**src/rtl/tally_pkg.sv**
```systemverilog
package tally_pkg;
  localparam int RES_W   = 2;
  localparam int RES_MOD = 3;

  typedef enum logic [1:0] {
    ZC_NONE = 2'b00,
    ZC_ODD  = 2'b01,
    ZC_EVEN = 2'b10
  } zcls_e;
endpackage

```
**src/rtl/ones_residue_next.sv**
```systemverilog
module ones_residue_next #(
  parameter int W   = 2,
  parameter int MOD = 3
) (
  input  logic [W-1:0] cur,
  input  logic         advance,
  output logic [W-1:0] nxt
);
  localparam logic [W-1:0] TOP = W'(MOD - 1);

  always_comb begin
    if (!advance)        nxt = cur;
    else if (cur == TOP) nxt = '0;
    else                 nxt = cur + W'(1);
  end
endmodule

```
**src/rtl/zero_class_next.sv**
```systemverilog
module zero_class_next
  import tally_pkg::*;
(
  input  zcls_e cur,
  input  logic  step,
  output zcls_e nxt
);
  always_comb begin
    nxt = cur;
    if (step) begin
      unique case (cur)
        ZC_NONE: nxt = ZC_ODD;
        ZC_ODD:  nxt = ZC_EVEN;
        ZC_EVEN: nxt = ZC_ODD;
        default: nxt = ZC_ODD;
      endcase
    end
  end
endmodule

```
**src/rtl/hit_decode.sv**
```systemverilog
module hit_decode
  import tally_pkg::*;
#(
  parameter int W = 2
) (
  input  logic [W-1:0] res,
  input  zcls_e        zc,
  input  logic         gate,
  output logic         hit
);
  assign hit = gate && (res == '0) && (zc == ZC_EVEN);
endmodule

```
**src/rtl/serial_tally_detect.sv**
```systemverilog
module serial_tally_detect
  import tally_pkg::*;
#(
  parameter bit MEALY_MODE = 1'b0
) (
  input  logic clk,
  input  logic rst,
  input  logic bit_vld,
  input  logic bit_in,
  output logic match
);
  logic [RES_W-1:0] res_q, res_d;
  zcls_e            zc_q, zc_d;

  ones_residue_next #(.W(RES_W), .MOD(RES_MOD)) u_res (
    .cur(res_q), .advance(bit_vld & bit_in), .nxt(res_d)
  );

  zero_class_next u_zc (
    .cur(zc_q), .step(bit_vld & ~bit_in), .nxt(zc_d)
  );

  always_ff @(posedge clk) begin
    if (rst) begin
      res_q <= '0;
      zc_q  <= ZC_NONE;
    end else begin
      res_q <= res_d;
      zc_q  <= zc_d;
    end
  end

  generate
    if (MEALY_MODE) begin : g_mealy
      hit_decode #(.W(RES_W)) u_hit (
        .res(res_d), .zc(zc_d), .gate(bit_vld), .hit(match)
      );
    end else begin : g_moore
      hit_decode #(.W(RES_W)) u_hit (
        .res(res_q), .zc(zc_q), .gate(1'b1), .hit(match)
      );
    end
  endgenerate
endmodule

```
**config.mk**
```make
export PLATFORM = sky130hd
export DESIGN_NAME = serial_tally_detect
export DESIGN_NICKNAME = d
export VERILOG_FILES = /design/src/rtl/tally_pkg.sv /design/src/rtl/ones_residue_next.sv /design/src/rtl/zero_class_next.sv /design/src/rtl/hit_decode.sv /design/src/rtl/serial_tally_detect.sv
export SDC_FILE = /design/constraint.sdc
export NUM_CORES = 1
export LEC_CHECK = 0
export BUFFER_PORTS_ARGS = -buffer_cell sky130_fd_sc_hd__buf_4
export CORE_AREA = 3 3 40 42
export CTS_CLUSTER_SIZE = 12
export DETAILED_ROUTE_END_ITERATION = 10
export DIE_AREA = 0 0 43 45
export GPL_ROUTABILITY_DRIVEN = 0
export GPL_TIMING_DRIVEN = 0
export MAX_ROUTING_LAYER = met4
export PLACE_DENSITY_LB_ADDON = 0.1
export SLEW_MARGIN = 25
export SYNTH_ARGS = -nofsm -noshare
export SYNTH_HDL_FRONTEND = slang
export SYNTH_HIERARCHICAL = 1
export SYNTH_SLANG_ARGS = --single-unit
```
**constraint.sdc**
```tcl
create_clock -name clk -period 1.26 [get_ports clk]
set_clock_uncertainty 0.05 [all_clocks]
set_input_delay 0.063 -clock clk [delete_from_list [all_inputs] [get_ports clk]]
set_output_delay 0.063 -clock clk [all_outputs]
set_load 0.005 [all_outputs]
```
==> results.json <==
{
  "path_clk_slew_ns": 0.04,
  "antenna_found_initial": 0,
  "drive_gt1_share_pct": 37.9,
  "netlist_instances": 21,
  "final-hold-violation-count": 0,
  "core_mm2": 0.00128,
  "finalSetupViolCount": 0,
  "port_buffers": 4,
  "clk_latency_ns": 0.23,
  "fmax_mhz": 916,
  "ys_warn_count": 6,
  "r2r_slack_ns": 0.30,
  "worst_path_max_delay_cell": "dfxtp_1",
  "crit_path_start_kind": "flip-flop",
  "io-pin-count": 5,
  "crit_fanout": 3,
  "cts_max_level": 1,
  "via_per_inst": 3.68,
  "post_drt_wl_per_cell_um": 7.98,
  "ant_nets": 0,
  "ys_ff_latch": 4,
  "clockBufferDepth": 2,
  "ff_latch_area_um2": 80.1,
  "synth_area_leaders": "dfxtp_1 41%, nor2b_1 13%, mux2_4 7.6%",
  "area_delta_synth_final_pct": 41.1,
  "fin_nets": 35,
  "fin_crit_ns": 1.09,
  "slowest_delay_ns": 0.33,
  "die_y_um": 45,
  "p_leak_nw": 0.112,
  "drt-pass1-iter-count": 1,
  "antenna_cells": 0,
  "rr_endpoint": "res_q[0]",
  "route.detailed.drc": 0,
  "postSynthAreaPerCell_um2": 9.41,
  "status": "completed",
  "netlist_area_um2": 198,
  "fillerInstances": 143,
  "grt_pass1_wl_um": 648,
  "drtIter0Drc": 0,
  "ys_seq_area_share_pct": 40.5,
  "critPathCaptureType": "output port",
  "synth_area_leader_cell": "dfxtp_1",
  "hold_path.class": "input port to flip-flop",
  "hold_depth": 4,
  "grt_max_degree": 5,
  "wl_um": 351,
  "hold_end": "zc_q[1]",
  "crit_type": "flip-flop to output port",
  "fin_hold_ws_ns": 0.254,
  "tritoncts": "done",
  "hold_start": "bit_vld",
  "postCtsSetupRepairBufs": 0,
  "die_w_um": 43,
  "netlist.area_leader.share_pct": 40.5,
  "crit_chain": "nor4_2 > buf_4",
  "cts_root_buffer": "clkbuf_4",
  "powerDensity_mw_per_mm2": 1200,
  "numClockSinks": 4,
  "num_rows": 13,
  "vdd_drop_max_mv": 0.326,
  "die_area_mm2": 0.00194,
  "max-cap-violations": 0,
  "synth.net_count": 25,
  "r2r_cells": 3,
  "timing.rr.start": "res_q[1]",
  "cts_buffers": 3,
  "synth_cell_types": 14,
  "overflow": 0,
  "setup_tns_ns": 0,
  "rsz0062_at_grt": "false",
  "vias": 162,
  "finalCritPeriodShare_pct": 86.6,
  "start_util_pct": 15.4,
  "drv_slew": 0,
  "crit_arrival_ns": 0.98,
  "grt_use_total_pct": 5.06,
  "multi_input_area_um2": 114,
  "grt_pass1_vias": 172,
  "cp_data_required_time_ns": 1.15
}
[worst max-delay path by stage]
stage	from	endpoint
6_report	res_q[1]	match
5_1_grt	res_q[1]	match
4_1_cts	res_q[1]	match
3_5_place_dp	bit_vld	res_q[0]
3_3_place_gp	bit_vld	res_q[0]
2_1_floorplan	res_q[1]	res_q[0]
[cells in the mapped netlist]
cell / count
nand2_1: 2
mux2_4: 1
conb_1: 1
o21a_1: 1
nand3b_1: 1
nor4_2: 1
dfxtp_1: 4
and2_2: 1
o21ai_0: 1
inv_1: 1
nor2b_1: 4
and2b_2: 1
nor2_1: 1
mux2i_1: 1
[what timing repair did]
item | 4_1_cts | 5_1_grt
hold buffers | 1 | 0
endpoints found under the hold margin | 4 | 0
endpoints found under the setup margin | 0 | 0
gates resized for setup | 0 | 0
[layout by cell type (no fill, tap or decap)]
cell type / count
nor4_2: 1
and2_2: 1
conb_1: 1
clkbuf_4: 3
o21a_1: 1
nand2_1: 2
and2b_2: 1
mux2i_1: 1
dfxtp_1: 4
buf_4: 4
dlygate4sd3_1: 1
nand3b_1: 1
mux2_4: 1
o21ai_0: 1
inv_1: 1
nor2b_1: 4
nor2_1: 1
[sequential cells by signal, summed over array words and instances (netlist names)]
name / count
zc_q: 2
res_q: 2
[through the flow]
step	std cells	setup WS [ns]	instance area, um2	power [mW]	utilization (%)
final	44	0.168	279	0.334	21.7
after global routing	44	0.108	279	0.352	21.7
after CTS	44	0.149	279	0.343	21.7
after detailed placement	40	0.306	246	0.177	19.2
after global placement	40	0.306	246	0.176	19.2
after floorplan	21	0.334	198	0.164	-
[cells by family after synthesis]
family	share of synthesized area (%)
DFF	40.5
buffers and inverters	1.90
muxes	12.7
and+or+nand+nor	36.7
AOI/OAI and AO/OA	6.33
other	1.90
[per-layer routing]
metal / vias up / wire, um / global-route usage, % / share of wire, %
li1: 84 / - / - / -
met1: 76 / 147 / 4.58 / 42
met2: 2 / 195 / 7.49 / 56
met3: 0 / 9 / 1.20 / 2.6
met4: 0 / 0 / 7.23 / 0
met5: - / 0 / - / 0
[critical path: cells and delay by family, from the launching register on]
| kind | cells | cell delay [ns] |
|---|---|---|
| and+or+nand+nor | 1 | 0.27 |
| buffers and inverters | 1 | 0.15 |
| DFF | 1 | 0.33 |
[final cells by class]
cell class / count / share of cell area (%)
multi-input cells: 16 / 40.8
flip-flops and latches: 4 / 28.7
repair buffers: 5 / 14.3
clock buffers: 3 / 8.07
well taps: 15 / 6.73
inverters: 1 / 1.35
[report_power, final]
group	internal, mW	switching, mW
combinational	0.0251	0.0118
clock	0.106	0.0509
sequential	0.134	0.00622
(Power assumes the default switching activity.)
